### src/rtl/vpmap_pkg.sv
package vpmap_pkg;
  typedef enum logic [1:0] {
    MAP_SHARED  = 2'd0,
    MAP_PRIVATE = 2'd1,
    MAP_ILLEGAL = 2'd2
  } map_kind_e;
endpackage

### src/rtl/vpmap_div.sv
// Combinational restoring divider, one stage per quotient bit.
module vpmap_div #(
  parameter int W = 6
) (
  input  logic [W-1:0] num_i,
  input  logic [W-1:0] den_i,
  output logic [W-1:0] quo_o
);
  logic [W-1:0] rem_s [W];
  logic [W:0]   trial [W];

  assign rem_s[0] = '0;

  for (genvar i = 0; i < W; i++) begin : g_stage
    assign trial[i] = {rem_s[i], num_i[W-1-i]};
    assign quo_o[W-1-i] = (trial[i] >= {1'b0, den_i});
    if (i < W-1) begin : g_rem
      assign rem_s[i+1] = quo_o[W-1-i] ? W'(trial[i] - {1'b0, den_i})
                                       : trial[i][W-1:0];
    end
  end
endmodule

### src/rtl/vpmap_cfg.sv
// Holds the accepted split and the capacity derived from it.
module vpmap_cfg #(
  parameter int NUM_PREGS = 32,
  parameter int MAX_VP    = 32,
  parameter int CNT_W     = 6,
  parameter int CAP_W     = 6
) (
  input  logic             clk_i,
  input  logic             rst_ni,
  input  logic             we_i,
  input  logic [CNT_W-1:0] shared_i,
  input  logic [CNT_W-1:0] private_i,
  output logic [CNT_W-1:0] shared_o,
  output logic [CNT_W-1:0] private_o,
  output logic [CAP_W-1:0] cap_o
);
  logic [CNT_W:0]   span;
  logic             accept;
  logic [CNT_W-1:0] free_regs;
  logic [CNT_W-1:0] quo;
  logic [CAP_W-1:0] cap_next;

  assign span      = {1'b0, shared_i} + {1'b0, private_i};
  assign accept    = we_i && (private_i != '0) && (span <= (CNT_W+1)'(NUM_PREGS));
  assign free_regs = CNT_W'(NUM_PREGS) - shared_i;

  vpmap_div #(.W(CNT_W)) u_div (
    .num_i (free_regs),
    .den_i (private_i),
    .quo_o (quo)
  );

  assign cap_next = (quo > CNT_W'(MAX_VP)) ? CAP_W'(MAX_VP) : CAP_W'(quo);

  always_ff @(posedge clk_i or negedge rst_ni) begin
    if (!rst_ni) begin
      shared_o  <= '0;
      private_o <= CNT_W'(NUM_PREGS);
      cap_o     <= CAP_W'(1);
    end else if (accept) begin
      shared_o  <= shared_i;
      private_o <= private_i;
      cap_o     <= cap_next;
    end
  end
endmodule

### src/rtl/vpmap_xlate.sv
// Logical-to-physical register translation against the stored split.
module vpmap_xlate
  import vpmap_pkg::*;
#(
  parameter int CNT_W  = 6,
  parameter int CAP_W  = 6,
  parameter int SLOT_W = 5,
  parameter int PREG_W = 5
) (
  input  logic [CNT_W-1:0]  shared_i,
  input  logic [CNT_W-1:0]  private_i,
  input  logic [CAP_W-1:0]  cap_i,
  input  logic [SLOT_W-1:0] slot_i,
  input  logic [PREG_W-1:0] lreg_i,
  output map_kind_e         kind_o,
  output logic [PREG_W-1:0] paddr_o
);
  localparam int CALC_W = SLOT_W + CNT_W + 1;

  logic [CNT_W:0]  win_end;
  logic            idx_ok;
  logic            slot_ok;
  logic            in_shared;
  logic [CALC_W-1:0] priv_addr;

  assign win_end   = {1'b0, shared_i} + {1'b0, private_i};
  assign idx_ok    = (CNT_W+1)'(lreg_i) < win_end;
  assign slot_ok   = CAP_W'(slot_i) < cap_i;
  assign in_shared = CNT_W'(lreg_i) < shared_i;
  // shared + slot*private + (idx - shared) reduces to slot*private + idx
  assign priv_addr = CALC_W'(slot_i) * CALC_W'(private_i) + CALC_W'(lreg_i);

  always_comb begin
    if (!idx_ok || !slot_ok) begin
      kind_o  = MAP_ILLEGAL;
      paddr_o = '0;
    end else if (in_shared) begin
      kind_o  = MAP_SHARED;
      paddr_o = lreg_i;
    end else begin
      kind_o  = MAP_PRIVATE;
      paddr_o = PREG_W'(priv_addr);
    end
  end
endmodule

### src/rtl/vp_reg_mapper.sv
module vp_reg_mapper
  import vpmap_pkg::*;
#(
  parameter  int NUM_PREGS = 32,
  parameter  int MAX_VP    = 32,
  localparam int PREG_W    = $clog2(NUM_PREGS),
  localparam int CNT_W     = $clog2(NUM_PREGS + 1),
  localparam int SLOT_W    = $clog2(MAX_VP),
  localparam int CAP_W     = $clog2(MAX_VP + 1)
) (
  input  logic              clk_i,
  input  logic              rst_ni,
  input  logic              cfg_we_i,
  input  logic [CNT_W-1:0]  cfg_shared_i,
  input  logic [CNT_W-1:0]  cfg_private_i,
  input  logic [SLOT_W-1:0] slot_i,
  input  logic [PREG_W-1:0] lreg_i,
  output logic [PREG_W-1:0] paddr_o,
  output logic              illegal_o,
  output logic [CAP_W-1:0]  vp_cap_o
);
  logic [CNT_W-1:0] cur_shared;
  logic [CNT_W-1:0] cur_private;
  map_kind_e        kind;

  vpmap_cfg #(
    .NUM_PREGS (NUM_PREGS),
    .MAX_VP    (MAX_VP),
    .CNT_W     (CNT_W),
    .CAP_W     (CAP_W)
  ) u_cfg (
    .clk_i     (clk_i),
    .rst_ni    (rst_ni),
    .we_i      (cfg_we_i),
    .shared_i  (cfg_shared_i),
    .private_i (cfg_private_i),
    .shared_o  (cur_shared),
    .private_o (cur_private),
    .cap_o     (vp_cap_o)
  );

  vpmap_xlate #(
    .CNT_W  (CNT_W),
    .CAP_W  (CAP_W),
    .SLOT_W (SLOT_W),
    .PREG_W (PREG_W)
  ) u_xlate (
    .shared_i  (cur_shared),
    .private_i (cur_private),
    .cap_i     (vp_cap_o),
    .slot_i    (slot_i),
    .lreg_i    (lreg_i),
    .kind_o    (kind),
    .paddr_o   (paddr_o)
  );

  assign illegal_o = (kind == MAP_ILLEGAL);
endmodule

### config.mk
export PLATFORM = sky130hd
export DESIGN_NAME = vp_reg_mapper
export DESIGN_NICKNAME = d
export VERILOG_FILES = /design/src/rtl/vpmap_pkg.sv /design/src/rtl/vpmap_div.sv /design/src/rtl/vpmap_cfg.sv /design/src/rtl/vpmap_xlate.sv /design/src/rtl/vp_reg_mapper.sv
export SDC_FILE = /design/constraint.sdc
export NUM_CORES = 1
export LEC_CHECK = 0
export BUFFER_PORTS_ARGS = -buffer_cell sky130_fd_sc_hd__buf_2
export CAP_MARGIN = 5
export CORE_MARGIN = 1
export CORE_UTILIZATION = 60
export DETAILED_ROUTE_END_ITERATION = 6
export PLACE_DENSITY = 0.89
export SYNTH_ARGS = -nofsm -noshare
export SYNTH_HDL_FRONTEND = slang
export SYNTH_HIERARCHICAL = 1
export SYNTH_SLANG_ARGS = --single-unit
### constraint.sdc
create_clock -name clk_i -period 5.98 [get_ports clk_i]
set_input_delay 0.299 -clock clk_i [delete_from_list [all_inputs] [get_ports clk_i]]
set_output_delay 0.299 -clock clk_i [all_outputs]
set_load 0.02 [all_outputs]
==> results of run 1 <==
[cell usage after synthesis, drive strengths merged (3+ instances only)]
master and n:
nand3 3, a21o 10, mux2i 8, a211oi 9
mux2 25, inv 52, o21a 12, o21ai 18
nand2b 8, and3b 3, a21oi 20, o22ai 4
ha 64, dfrtp 16, nor2 17, fa 11
a31oi 5, nand2 18, xnor2 20, buf 3
and2 8, nor2b 19, xor2 7, o211ai 3
and3 3, or2 3, nor3 14
[power groups by stage]
stage / Combinational, mW / Clock (mW) / Sequential, mW
2_1_floorplan: 0.968 / 0 / 0.224
3_5_place_dp: 1.38 / 0 / 0.228
4_1_cts: 1.51 / 0.104 / 0.226
5_1_grt: 1.91 / 0.119 / 0.241
6_report: 1.84 / 0.110 / 0.237
3_3_place_gp: 1.28 / 0 / 0.222
[critical path: cells and delay by family]
kind | cells | cell delay [ns]
simple gates | 11 | 2.32
compound gates | 20 | 3.80
fa+ha+maj | 7 | 1.68
xor+xnor | 1 | 0.11
buf+inv | 8 | 0.83
mux | 5 | 1.39
[sequential cells by signal, indices dropped and copies added, names as in the netlist]
name             count
u_cfg/cap_o          6
u_cfg/shared_o       6
u_cfg/private_o      6
[cells by family after synthesis]
kind of cell,count (synthesis)
simple gates,108
compound gates,100
fa+ha+maj,75
buf+inv,55
mux,33
xor+xnor,27
flops,18
[area by class of cell]
cell class | instances | area, um2
tap | 75 | 93.8
antenna | 1 | 2.50
clock buffer | 4 | 55.1
sequential | 18 | 453
inverter | 52 | 200
fill | 248 | 607
timing repair buffer | 162 | 1170
multi-input combinational | 343 | 3340
[layer usage]
layer  wire length (um)  share of wire [%]
met1               5530                 31
met2               7630                 43
met3               2380                 13
met4               2140                 12
met5                 38               0.21
[stage by stage]
stage / power (mW) / area [um2] / hold WS [ns] / utilization [%]
after global routing: 2.27 / 5310 / 0.393 / 89.8
after floorplan: 1.19 / 3800 / 0.00341 / -
final: 2.18 / 5310 / 0.413 / 89.8
after global placement: 1.50 / 4760 / 0.234 / 80.4
after CTS: 1.84 / 5160 / 0.395 / 87.2
after detailed placement: 1.61 / 4760 / 0.248 / 80.4
[path summary, 6_finish.rpt]
path	to	slack, ns	depth (start not counted)
setup / recovery	u_cfg/cap_o[0]	-4.28	52
hold / removal	u_cfg/shared_o[1]	0.41	3
setup reg to reg	u_cfg/private_o[1]	5.02	1
hold reg to reg	u_cfg/cap_o[1]	0.56	1
max in group asynchronous	u_cfg/cap_o[0]	5.16	2
min in group asynchronous	u_cfg/shared_o[5]	0.49	2
[repair_timing]
| action | CTS | global route |
|---|---|---|
| setup endpoints to repair | 3 | 3 |
| endpoints found under the hold margin | 16 | 0 |
| resized for setup | 32 | 18 |
| hold buffers | 1 | 0 |
| setup buffers | 21 | 9 |
| pin swaps | 18 | 8 |
[cell usage in the layout (no fill, tap or decap), types with 5 or more instances in the layout]
| master | n |
|---|---|
| sky130_fd_sc_hd__buf_4 | 121 |
| sky130_fd_sc_hd__ha_1 | 56 |
| sky130_fd_sc_hd__inv_1 | 44 |
| sky130_fd_sc_hd__buf_2 | 34 |
| sky130_fd_sc_hd__xnor2_1 | 20 |
| sky130_fd_sc_hd__nand2_1 | 18 |
| sky130_fd_sc_hd__dfrtp_1 | 16 |
| sky130_fd_sc_hd__mux2_4 | 15 |
| sky130_fd_sc_hd__nor2_1 | 14 |
| sky130_fd_sc_hd__nor2b_1 | 14 |
| sky130_fd_sc_hd__o21ai_0 | 12 |
| sky130_fd_sc_hd__a21oi_1 | 12 |
| sky130_fd_sc_hd__o21a_1 | 11 |
| sky130_fd_sc_hd__fa_1 | 11 |
| sky130_fd_sc_hd__nor3_1 | 10 |
| sky130_fd_sc_hd__mux2_2 | 10 |
| sky130_fd_sc_hd__a21o_1 | 9 |
| sky130_fd_sc_hd__ha_4 | 8 |
| sky130_fd_sc_hd__xor2_1 | 7 |
| sky130_fd_sc_hd__inv_2 | 7 |
| sky130_fd_sc_hd__and2_1 | 7 |
| sky130_fd_sc_hd__nand2b_1 | 7 |
| sky130_fd_sc_hd__a211oi_1 | 5 |
| sky130_fd_sc_hd__a21oi_2 | 5 |
| sky130_fd_sc_hd__mux2i_1 | 5 |
==> impl_results.rst, run 1 <==
.. list-table::
   :header-rows: 1

   * - Metric
     - Value
   * - Peak Freq
     - 0.0975 GHz
   * - Setup Skew
     - 0 ns
   * - Max-slew headroom
     - 17.7%
   * - Clock transition time at the flip-flop clock pins of the worst setup and hold paths
     - 0.08 ns
   * - Routed vias
     - 4649
   * - Worst-case setup margin in the final layout
     - -4.28 ns
   * - Core Area
     - 0.00592 mm2
   * - Kind of launch point of the worst setup path
     - input port
   * - Share of cell area taken by muxes after synthesis
     - 11.0%
   * - CTS tree
     - built
   * - Total of warnings raised by yosys
     - 6
   * - Global-route track usage on met3
     - 13.3%
   * - Die Width
     - 80.3 um
   * - Setup crit start
     - cfg_shared_i[1]
   * - Hold Crit Start
     - cfg_shared_i[1]
   * - Max-cap violations
     - 0
   * - Switching power of the nets
     - 1.08 mW
   * - Adder and majority cell fraction of the synthesized area
     - 27.7%
   * - # port buffers
     - 36
   * - CTS Root Buffer Type
     - sky130_fd_sc_hd__clkbuf_8
   * - ANT nets after route
     - 0
   * - Logic gate share of total power
     - 84.1%
   * - Worst EP required
     - 6.18 ns
   * - Netlist area before placement
     - 0.00368 mm2
   * - Clock latency reported for the late side of the worst-skew pair
     - 0.27 ns
   * - Portion of synthesized cell area occupied by the leading cell type
     - 21.7%
   * - Synthesized net count
     - 516
   * - Number of flip-flops and latches in the synthesized netlist
     - 18
   * - Cell Count Post-Placement
     - 619
   * - Number of global-route vias before repair
     - 4496
   * - Int Pwr
     - 1.11 mW
   * - Mapped Cells
     - 416
   * - Fraction of layout instances using a drive strength above 1
     - 44.7%
   * - Startpoint of the worst register-to-register path
     - u_cfg/private_o[1]
   * - FFs w/ async S/R, synth
     - 100%
   * - Final Cycle Share
     - 172%
   * - Number of enable flip-flop cells after synthesis
     - 0
   * - Synthesis-to-finish area growth
     - 44.3%
   * - Aggregate routed wire length
     - 17.7 mm
   * - Setup repair after global routing missed its margin
     - yes
   * - Leakage Power
     - 2.70 nW
   * - Failing checks
     - DRC, setup timing
   * - First-pass DRT Iterations
     - 7
   * - Initial antenna violation count
     - 2
   * - Minimum clock period
     - 10.26 ns
   * - Portion of the post-synthesis area used by sequential elements
     - 12.3%
   * - Count of cell types in the netlist
     - 63
   * - Clock Power Share
     - 5.0%
   * - Final setup violation count
     - 3
   * - Drt via density
     - 7.10
   * - Transition at the pin with the smallest max-transition slack
     - 1.23 ns
   * - Slowest stage cell on the critical path
     - sky130_fd_sc_hd__or3_4
   * - Sum of net half-perimeters after detailed placement
     - 9.23 mm
   * - Combinational family with the most area after synthesis
     - adder cells
   * - Power share of the sequential group
     - 10.8%
   * - First-pass GRT wire length
     - 22.9 mm
   * - Overflow left after global routing
     - 0
   * - Power per unit of standard cell area
     - 411 mW/mm2
   * - Max-slew violations
     - 0
   * - Capturing element type of the critical path
     - register
   * - Pin count of the biggest net entering global routing
     - 19
   * - Number of standard-cell rows in the floorplan
     - 28
   * - Finished Layout Cells
     - 655
   * - Gp weighted congestion
     - 0.984
   * - Number of hold violations in the final report
     - 0
   * - Xor-xnor portion of the synthesized cell area
     - 6.42%
   * - Average wire per cell in the routed design
     - 27.0 um
   * - Layer with the highest usage after global routing
     - met2
   * - Most area-hungry cell type in the Yosys netlist
     - sky130_fd_sc_hd__ha_1
   * - Total Routing Usage GR
     - 48.0%
   * - Switching portion of total power
     - 49.2%
   * - Global-route met1 utilization
     - 49.0%
   * - Top Ports
     - 37
   * - Die Span Y
     - 80.3 um
   * - Synthesized area divided by synthesized cell count
     - 8.85 um2
   * - Highest ir drop seen on vdd
     - 0.301 mV
   * - CP peak stage delay
     - 0.40 ns
   * - Classification of the worst-slack hold path
     - in -> reg
   * - Compound-gate portion of the synthesized area
     - 19.7%
   * - Largest cells by area after synthesis
     - sky130_fd_sc_hd__ha_1 22%, sky130_fd_sc_hd__dfrtp_1 11%, sky130_fd_sc_hd__fa_1 6.0%
   * - Run status
     - finished, violations left
   * - Met2 Use GR
     - 81.4%
   * - Starting density of the core
     - 62.2%
   * - Num Clock Sinks
     - 18
   * - Post-route DRC
     - 1
   * - Type of the worst setup path
     - in -> reg
   * - Post-place setup slack
     - -3.82 ns
   * - Buffer depth of the longest clock path
     - 2
   * - Violation count after the first detailed-route iteration
     - 544
   * - Largest driver fanout on the critical path
     - 4
   * - Final nets
     - 680
   * - CTS Buf Count
     - 3
   * - Arrival @ worst endpoint
     - 10.46 ns
   * - H-Tree Level Count
     - 1
   * - Dominant synthesized flop cell
     - sky130_fd_sc_hd__dfrtp_1
   * - Post-synthesis simple-gate area fraction
     - 16.5%
   * - Die ar.
     - 0.00645 mm2
   * - Setup TNS
     - -8.29 ns
Note: power is estimated with default switching activity, not from simulation.
==> run 2: changes to the inputs <==
--- a/config.mk
+++ b/config.mk
@@ -13,5 +13,4 @@
 export PLACE_DENSITY = 0.89
 export SYNTH_ARGS = -nofsm -noshare
 export SYNTH_HDL_FRONTEND = slang
-export SYNTH_HIERARCHICAL = 1
 export SYNTH_SLANG_ARGS = --single-unit
==> impl_results.rst, run 2 <==
.. list-table::
   :header-rows: 1

   * - Metric
     - Value
   * - CTS Buf Count
     - 3 (unchanged)
   * - # port buffers
     - 36 (unchanged)
   * - Number of flip-flops and latches in the synthesized netlist
     - 18 (unchanged)
   * - Total of warnings raised by yosys
     - 0 (-6)
   * - Starting density of the core
     - 63.4% (+1.2 points)
   * - Dominant synthesized flop cell
     - sky130_fd_sc_hd__dfrtp_1
   * - CTS Root Buffer Type
     - sky130_fd_sc_hd__clkbuf_8
   * - Pin count of the biggest net entering global routing
     - 32
   * - Num Clock Sinks
     - 18 (unchanged)
   * - Ranking of synthesized cells by instance count
     - 63 x sky130_fd_sc_hd__ha_1, 39 x sky130_fd_sc_hd__inv_1, 34 x sky130_fd_sc_hd__nand2_1
   * - Run status
     - aborted with a tool error
   * - Largest cells by area after synthesis
     - sky130_fd_sc_hd__ha_1 22%, sky130_fd_sc_hd__dfrtp_1 11%, sky130_fd_sc_hd__fa_1 6.2%
   * - Synthesized net count
     - 521 (+0.97%)
   * - Portion of synthesized cell area occupied by the leading cell type
     - 22.2% (+0.42 points)
   * - Die Width
     - 79.0 um (-1.7%)
   * - Most repeated cell in the gate-level netlist after synthesis
     - sky130_fd_sc_hd__ha_1
   * - Buffer depth of the longest clock path
     - 2 (unchanged)
   * - Number of standard-cell rows in the floorplan
     - 27 (-3.6%)
   * - FFs w/ async S/R, synth
     - 100% (unchanged)
   * - Number of enable flip-flop cells after synthesis
     - 0 (unchanged)
   * - First Error
     - [ERROR GRT-0232] Routing congestion too high. Check the congestion heatmap in the GUI.
   * - Sum of net half-perimeters after detailed placement
     - 9.68 mm (+4.8%)
   * - Netlist area before placement
     - 0.00356 mm2 (-3.4%)
   * - Gp weighted congestion
     - 0.994 (+0.97%)
   * - Most area-hungry cell type in the Yosys netlist
     - sky130_fd_sc_hd__ha_1
   * - Count of cell types in the netlist
     - 65 (+3.2%)
   * - Portion of the post-synthesis area used by sequential elements
     - 12.7% (+0.44 points)
   * - Worst End Pin Type
     - sequential cell input
   * - Total Routing Usage GR
     - 75.7%
   * - Die Span Y
     - 79.0 um (-1.7%)
   * - Last worst endpoint in the global-route repair_timing
     - u_cfg.cap_o[0]$_DFFE_PN1P_/D
   * - Synthesized area divided by synthesized cell count
     - 8.43 um2 (-4.8%)
   * - H-Tree Level Count
     - 1 (unchanged)
   * - Overflow left after global routing
     - 71
   * - Mapped Cells
     - 422 (+1.4%)
   * - Top Ports
     - 37 (unchanged)
   * - Post-place setup slack
     - -4.26 ns (-0.434 ns)
   * - Failing step
     - global routing (5_1_grt)
run 2: cell count changes after synthesis, sizes merged, moves of 7 or more:
cell and delta:
nand2 +16, inv -13, nor3 -10, nor2b -9
o21ai +9, a21o +8, mux2 -8, o31ai +7
run 2: per-layer routing:
| layer | overflow | GRT usage [%] |
|---|---|---|
| met4 | 27 | 86.7 |
| met1 | 2 | 73.3 |
| met3 | 2 | 54.8 |
| met2 | 40 | 96.1 |
| met5 | 0 | 2.73 |
run 2: cell families after synthesis:
logic type                 count (synthesis)  share of synthesized area (%)
xor gates and xnor gates                  30                           7.78
muxes                                     22                           7.11
adders and majority gates                 74                           28.4
and+or+nand+nor                          111                           16.2
buffers and inverters                     49                           5.52
AOI/OAI and AO/OA                        118                           22.3
DFF                                       18                           12.7
run 2: timing repair:
item                       CTS
hold buffers                 1
setup endpoints to repair    3
gates resized for setup     38
buffers inserted            24
hold endpoints to repair    16
pin swaps                   34
run 2: metrics by stage:
stage	instances	area [um2]
3_3_place_gp	627	4730
4_1_cts	656	5180
3_5_place_dp	627	4730
2_1_floorplan	422	3720
==> run 3: changes to the inputs <==
--- a/config.mk
+++ b/config.mk
@@ -8,9 +8,9 @@
 export BUFFER_PORTS_ARGS = -buffer_cell sky130_fd_sc_hd__buf_2
 export CAP_MARGIN = 5
 export CORE_MARGIN = 1
-export CORE_UTILIZATION = 60
+export CORE_UTILIZATION = 40
 export DETAILED_ROUTE_END_ITERATION = 6
-export PLACE_DENSITY = 0.89
+export PLACE_DENSITY_LB_ADDON = 0.15
 export SYNTH_ARGS = -nofsm -noshare
 export SYNTH_HDL_FRONTEND = slang
 export SYNTH_SLANG_ARGS = --single-unit
==> impl_results.rst, run 3 <==
.. list-table::
   :header-rows: 1

   * - Metric
     - Value
   * - Leakage Power
     - 2.66 nW
   * - Netlist area before placement
     - 0.00356 mm2 (unchanged)
   * - Failing checks
     - setup timing
   * - Sum of net half-perimeters after detailed placement
     - 8.53 mm (-12%)
   * - Portion of the post-synthesis area used by sequential elements
     - 12.7% (unchanged)
   * - Kind of launch point of the worst setup path
     - input port
   * - Fraction of layout instances using a drive strength above 1
     - 41.6%
   * - Die ar.
     - 0.00927 mm2
   * - Total Routing Usage GR
     - 23.8%
   * - Run status
     - finished, violations left
   * - Average wire per cell in the routed design
     - 15.4 um
   * - Violation count after the first detailed-route iteration
     - 114
   * - Number of enable flip-flop cells after synthesis
     - 0 (unchanged)
   * - Setup repair after global routing missed its margin
     - yes
   * - Worst Hold Path Cells
     - 3
   * - Registers with the most flip-flops
     - u_cfg.cap_o x6, u_cfg.private_o x6, u_cfg.shared_o x6
   * - Number of flip-flops and latches in the synthesized netlist
     - 18 (unchanged)
   * - CTS tree
     - built
   * - CTS Root Buffer Type
     - sky130_fd_sc_hd__clkbuf_8
   * - Clock Power Share
     - 6.4%
   * - Pin count of the biggest net entering global routing
     - 32
   * - Worst EP required
     - 6.15 ns
   * - Number of fill cells in the layout
     - 768
   * - Dominant synthesized flop cell
     - sky130_fd_sc_hd__dfrtp_1
   * - Logic gate share of total power
     - 79.5%
   * - Int Pwr
     - 0.883 mW
   * - Largest driver fanout on the critical path
     - 4
   * - FF+latch area
     - 453 um2
   * - Aggregate routed wire length
     - 10.7 mm
   * - Slowest stage cell on the critical path
     - sky130_fd_sc_hd__or4b_4
   * - Max-slew violations
     - 0
   * - Portion of synthesized cell area occupied by the leading cell type
     - 22.2% (unchanged)
   * - CTS Buf Count
     - 3 (unchanged)
   * - ANT nets after route
     - 0
   * - Cell mode on critical path
     - sky130_fd_sc_hd__a21o_1
   * - Top Ports
     - 37 (unchanged)
   * - CP peak stage delay
     - 0.56 ns
   * - Clock latency reported for the late side of the worst-skew pair
     - 0.25 ns
   * - Number of standard-cell rows in the floorplan
     - 34 (+26%)
   * - Setup Skew
     - 0 ns
   * - Max-cap violations
     - 0
   * - Count of cell types in the netlist
     - 65 (unchanged)
   * - Commonest cells after routing, fill and taps aside
     - 130 x sky130_fd_sc_hd__buf_4, 51 x sky130_fd_sc_hd__ha_1, 36 x sky130_fd_sc_hd__inv_1
   * - Routed vias
     - 3678
   * - Switching power of the nets
     - 0.670 mW
   * - First-pass GRT wire length
     - 17.1 mm
   * - Number of global-route vias before repair
     - 3611
   * - First-pass DRT Iterations
     - 4
   * - H-Tree Level Count
     - 1 (unchanged)
   * - Type of the worst setup path
     - in -> reg
   * - Power share of the sequential group
     - 14.1%
   * - Worst-case setup margin in the final layout
     - -3.27 ns
   * - Ranking of synthesized cells by instance count
     - 63 x sky130_fd_sc_hd__ha_1, 39 x sky130_fd_sc_hd__inv_1, 34 x sky130_fd_sc_hd__nand2_1
   * - FFs w/ async S/R, synth
     - 100% (unchanged)
   * - Mapped Cells
     - 422 (unchanged)
   * - Num Clock Sinks
     - 18 (unchanged)
   * - Final Cycle Share
     - 155%
   * - Post-route DRC
     - 0
   * - Power per unit of standard cell area
     - 294 mW/mm2
   * - Initial antenna violation count
     - 0
   * - Capturing element type of the critical path
     - register
   * - Drt via density
     - 5.30
   * - Transition at the pin with the smallest max-transition slack
     - 0.837 ns
   * - Synthesized area divided by synthesized cell count
     - 8.43 um2 (unchanged)
   * - Clock transition time at the flip-flop clock pins of the worst setup and hold paths
     - 0.07 ns
   * - Arrival @ worst endpoint
     - 9.43 ns
   * - Overflow left after global routing
     - 0
   * - Total of warnings raised by yosys
     - 0 (unchanged)
   * - Multi-input gate area
     - 0.00328 mm2
   * - Minimum clock period
     - 9.25 ns
   * - Buffer depth of the longest clock path
     - 2 (unchanged)
   * - # port buffers
     - 36 (unchanged)
   * - Synthesized net count
     - 521 (unchanged)
   * - Highest ir drop seen on vdd
     - 0.111 mV
   * - Antenna diode instance count
     - 0
   * - Synthesis-to-finish area growth
     - 48.3%
   * - Number of hold violations in the final report
     - 0
   * - Most area-hungry cell type in the Yosys netlist
     - sky130_fd_sc_hd__ha_1
   * - Final nets
     - 686
   * - Largest cells by area after synthesis
     - sky130_fd_sc_hd__ha_1 22%, sky130_fd_sc_hd__dfrtp_1 11%, sky130_fd_sc_hd__fa_1 6.2%
   * - Switching portion of total power
     - 43.1%
   * - Final setup violation count
     - 3
   * - Reg-to-reg setup timing slack
     - 4.88 ns
   * - Starting density of the core
     - 41.0% (-22 points)
   * - Max-slew headroom
     - 44.0%
   * - R2r worst-path depth
     - 3
   * - Startpoint of the worst register-to-register path
     - u_cfg.cap_o[0]
   * - Classification of the worst-slack hold path
     - in -> reg
   * - Die Span Y
     - 96.3 um (+22%)
   * - Gp weighted congestion
     - 0.894 (-10%)
   * - Most repeated cell in the gate-level netlist after synthesis
     - sky130_fd_sc_hd__ha_1
   * - Core Area
     - 0.00868 mm2
   * - Most frequent standard cell in the layout excluding fill and tap cells
     - sky130_fd_sc_hd__buf_4
   * - Hold Crit Start
     - cfg_shared_i[2]
   * - Die Width
     - 96.3 um (+22%)
   * - Worst-case hold slack
     - 0.423 ns
   * - Total power consumption of the routed design
     - 1.55 mW
   * - Peak Freq
     - 0.108 GHz
   * - Setup crit start
     - cfg_shared_i[2]
run 3: cell counts after synthesis:
No cell type changed its count.
run 3: final cells by class:
cell class | count | share of cell area (%)
Clock buffer | 4 | 1.04
Inverter | 39 | 2.82
Multi-Input combinational cell | 355 | 62.1
Sequential cell | 18 | 8.59
Tap cell | 108 | 2.56
Timing Repair Buffer | 170 | 22.9
run 3: power groups by stage:
stage	clock, mW	combinational, mW	sequential, mW
floorplan	0	0.780	0.217
global placement	0	1.08	0.221
detailed placement	0	1.11	0.222
CTS	0.0993	1.19	0.220
global route	0.104	1.38	0.227
finish	0.0988	1.23	0.220
run 3: final timing paths:
path | end
min in group asynchronous | u_cfg.shared_o[1]
setup / recovery | u_cfg.cap_o[0]
setup reg to reg | u_cfg.cap_o[0]
hold reg to reg | u_cfg.private_o[5]
max in group asynchronous | u_cfg.private_o[5]
hold / removal | u_cfg.shared_o[2]
run 3: critical path: cells and delay by family:
family / cells / cell delay (ns)
adders and majority gates: 6 / 1.31
buffers and inverters: 4 / 0.33
and+or+nand+nor: 11 / 2.85
muxes: 4 / 1.02
AOI/OAI and AO/OA: 19 / 3.53
xor gates and xnor gates: 1 / 0.08
run 3: cell families after synthesis:
| group | after synthesis | share of synthesized area (%) |
|---|---|---|
| compound gates | 118 | 22.3 |
| xor+xnor | 30 | 7.78 |
| fa+ha+maj | 74 | 28.4 |
| buf+inv | 49 | 5.52 |
| flops | 18 | 12.7 |
| mux | 22 | 7.11 |
| simple gates | 111 | 16.2 |
run 3: through the flow:
step	TNS, ns	instances	instance area (um2)	utilization [%]	worst slack, ns
floorplan	-7.60	422	3720	-	-3.92
global placement	-7.21	663	4770	55.0	-3.72
detailed placement	-8.04	663	4770	55.0	-4.05
CTS	-5.89	686	5150	59.3	-3.28
global route	-6.95	694	5280	60.8	-3.69
finish	-5.96	694	5280	60.8	-3.27
run 3: what timing repair did:
item / in CTS / in global routing
pin swaps: 35 / 3
gates resized for setup: 32 / 10
setup buffers: 18 / 8
endpoints found under the setup margin: 3 / 3
endpoints found under the hold margin: 16 / 0
hold buffers: 1 / 0
run 3: layer usage:
metal	GRT usage [%]	vias to the layer above	routed length (um)
met2	44.1	68	5320
li1	-	1851	-
met4	4.48	0	145
met3	0.948	12	266
met1	30.4	1747	4960
met5	0	-	0
==> run 4: changes to the inputs <==
==> constraint.sdc (replaced) <==
create_clock -name clk_i -period 8.7 [get_ports clk_i]
set_input_delay 0.435 -clock clk_i [delete_from_list [all_inputs] [get_ports clk_i]]
set_output_delay 0.435 -clock clk_i [all_outputs]
set_load 0.02 [all_outputs]
==> impl_results.rst, run 4 (same netlist as run 3, synthesis figures left out) <==
.. list-table::
   :header-rows: 1

   * - Metric
     - Value
   * - Clock transition time at the flip-flop clock pins of the worst setup and hold paths
     - 0.07 ns (about the same)
   * - Sum of net half-perimeters after detailed placement
     - 8.45 mm (-0.96%)
   * - Top Ports
     - 37 (unchanged)
   * - Commonest cells after routing, fill and taps aside
     - 127 x sky130_fd_sc_hd__buf_4, 55 x sky130_fd_sc_hd__ha_1, 36 x sky130_fd_sc_hd__inv_1
   * - Total Routing Usage GR
     - 24.5% (+0.71 points)
   * - Fraction of layout instances using a drive strength above 1
     - 39.2% (-2.4 points)
   * - CTS Root Buffer Type
     - sky130_fd_sc_hd__clkbuf_8
   * - Pin count of the biggest net entering global routing
     - 32 (unchanged)
   * - First-pass GRT wire length
     - 17.4 mm (+1.8%)
   * - Starting density of the core
     - 41.0% (unchanged)
   * - Classification of the worst-slack hold path
     - in -> async
   * - H-Tree Level Count
     - 1 (unchanged)
   * - Final Cycle Share
     - 109%
   * - Kind of launch point of the worst setup path
     - input port
   * - Cell mode on critical path
     - sky130_fd_sc_hd__a21o_1
   * - Arrival @ worst endpoint
     - 9.69 ns (+0.26 ns)
   * - Capturing element type of the critical path
     - register
   * - Power per unit of standard cell area
     - 210 mW/mm2 (-29%)
   * - # port buffers
     - 36 (unchanged)
   * - Die Width
     - 96.3 um (unchanged)
   * - Hold bufs inserted after CTS
     - 0 (-1)
   * - Worst-case setup margin in the final layout
     - -0.814 ns (+2.46 ns)
   * - Max-slew headroom
     - 50.8% (+6.7 points)
   * - Registers with the most flip-flops
     - u_cfg.cap_o x6, u_cfg.private_o x6, u_cfg.shared_o x6
   * - Die Span Y
     - 96.3 um (unchanged)
   * - Post-route DRC
     - 0 (unchanged)
   * - Number of fill cells in the layout
     - 799 (+4.0%)
   * - Finished Layout Cells
     - 689 (-0.72%)
   * - Initial antenna violation count
     - 0 (unchanged)
   * - Drt via density
     - 5.32 (+0.42%)
   * - CTS tree
     - built
   * - Run status
     - finished, violations left
   * - Peak Freq
     - 0.105 GHz
   * - Max-cap violations
     - 0 (unchanged)
   * - CTS Buf Count
     - 3 (unchanged)
   * - Violation count after the first detailed-route iteration
     - 77 (-32%)
   * - Synthesis-to-finish area growth
     - 44.3%
   * - Leakage Power
     - 2.61 nW (-1.7%)
   * - First-pass DRT Iterations
     - 4 (unchanged)
   * - Final setup violation count
     - 1 (-2)
   * - Buffer depth of the longest clock path
     - 2 (unchanged)
   * - Max-slew violations
     - 0 (unchanged)
   * - Cell Count Post-Placement
     - 656 (-1.1%)
   * - Final nets
     - 681 (-0.73%)
   * - CP peak stage delay
     - 0.56 ns (about the same)
   * - Multi-input gate area
     - 0.00317 mm2 (-3.2%)
   * - FF+latch area
     - 453 um2 (unchanged)
   * - Largest driver fanout on the critical path
     - 5 (+1)
   * - Number of hold violations in the final report
     - 0 (unchanged)
   * - Antenna diode instance count
     - 0 (unchanged)
   * - Number of standard-cell rows in the floorplan
     - 34 (unchanged)
   * - Most frequent standard cell in the layout excluding fill and tap cells
     - sky130_fd_sc_hd__buf_4
   * - Failing checks
     - setup timing
   * - Worst EP required
     - 8.88 ns (+2.73 ns)
   * - Average wire per cell in the routed design
     - 15.5 um (+0.40%)
   * - Clock latency reported for the late side of the worst-skew pair
     - 0.25 ns (about the same)
   * - Aggregate routed wire length
     - 10.7 mm (-0.33%)
   * - Core Area
     - 0.00868 mm2 (unchanged)
   * - Number of global-route vias before repair
     - 3652 (+1.1%)
   * - Transition at the pin with the smallest max-transition slack
     - 0.736 ns (-0.100 ns)
   * - Gp weighted congestion
     - 0.875 (-2.1%)
   * - Highest ir drop seen on vdd
     - 0.0782 mV (-29%)
   * - Type of the worst setup path
     - in -> reg
   * - Routed vias
     - 3667 (-0.30%)
   * - Num Clock Sinks
     - 18 (unchanged)
   * - Total power consumption of the routed design
     - 1.08 mW (-31%)
   * - Overflow left after global routing
     - 0 (unchanged)
   * - Slowest stage cell on the critical path
     - sky130_fd_sc_hd__or4_4
   * - Minimum clock period
     - 9.51 ns
   * - Setup repair after global routing missed its margin
     - yes
   * - ANT nets after route
     - 0 (unchanged)
   * - Setup Skew
     - 0 ns (unchanged)
   * - Die ar.
     - 0.00927 mm2 (unchanged)
## run 4: changes by cell type in the layout (fill, tap and decap cells not counted), sizes merged
cell and change:
buf -4, dlygate4sd3 -1
## run 4: what timing repair did
item	4_1_cts	5_1_grt
gates resized for setup	21	3
endpoints found under the hold margin	0	0
setup buffers	28	1
pin swaps	30	3
endpoints found under the setup margin	2	2
## run 4: layout make-up
type | instances | area share [%]
Clock buffer | 4 | 1.07
Inverter | 39 | 2.85
Multi-Input combinational cell | 355 | 61.8
Sequential cell | 18 | 8.83
Tap cell | 108 | 2.63
Timing Repair Buffer | 165 | 22.8
## run 4: worst paths after layout
check	from	end	slack [ns]	cells after the start
setup / recovery	cfg_shared_i[2]	u_cfg.cap_o[0]	-0.81	48
hold / removal	rst_ni	u_cfg.shared_o[1]	0.1	1
setup reg to reg	u_cfg.cap_o[0]	u_cfg.cap_o[0]	7.60	3
hold reg to reg	u_cfg.private_o[5]	u_cfg.private_o[5]	0.49	2
max in group asynchronous	rst_ni	u_cfg.private_o[5]	8.28	1
min in group clk_i	u_cfg.private_o[5]	u_cfg.private_o[5]	0.49	2
## run 4: worst max-delay path, delay by kind of cell
family	cells	cell delay [ns]
mux	4	1.01
simple gates	12	2.85
compound gates	21	3.72
xor+xnor	1	0.07
fa+ha+maj	6	1.30
buf+inv	4	0.27
## run 4: power by group
group,leakage [nW],switching [mW],internal (mW)
sequential,0.222,0.0357,0.115
clock,0.0288,0.0283,0.0402
combinational,2.36,0.395,0.461
## run 4: metrics by stage
step                      hold slack, ns  setup TNS (ns)  worst slack, ns  area (um2)  utilization (%)
after floorplan                    0.139           -1.47            -1.34        3720                -
after global placement             0.383           -1.29            -1.20        4720             54.4
after detailed placement           0.386           -1.88            -1.51        4720             54.4
after CTS                          0.110          -0.714           -0.714        5110             58.9
after global routing               0.115           -1.25            -1.24        5130             59.1
final                             0.0977          -0.814           -0.814        5130             59.1
## run 4: per-layer routing
layer | global-route usage (%) | vias up | part of all wire (%)
li1 | - | 1842 | -
met1 | 30.5 | 1744 | 46
met2 | 44.1 | 65 | 49
met3 | 2.05 | 16 | 3.0
met4 | 7.84 | 0 | 1.9
met5 | 0 | - | 0
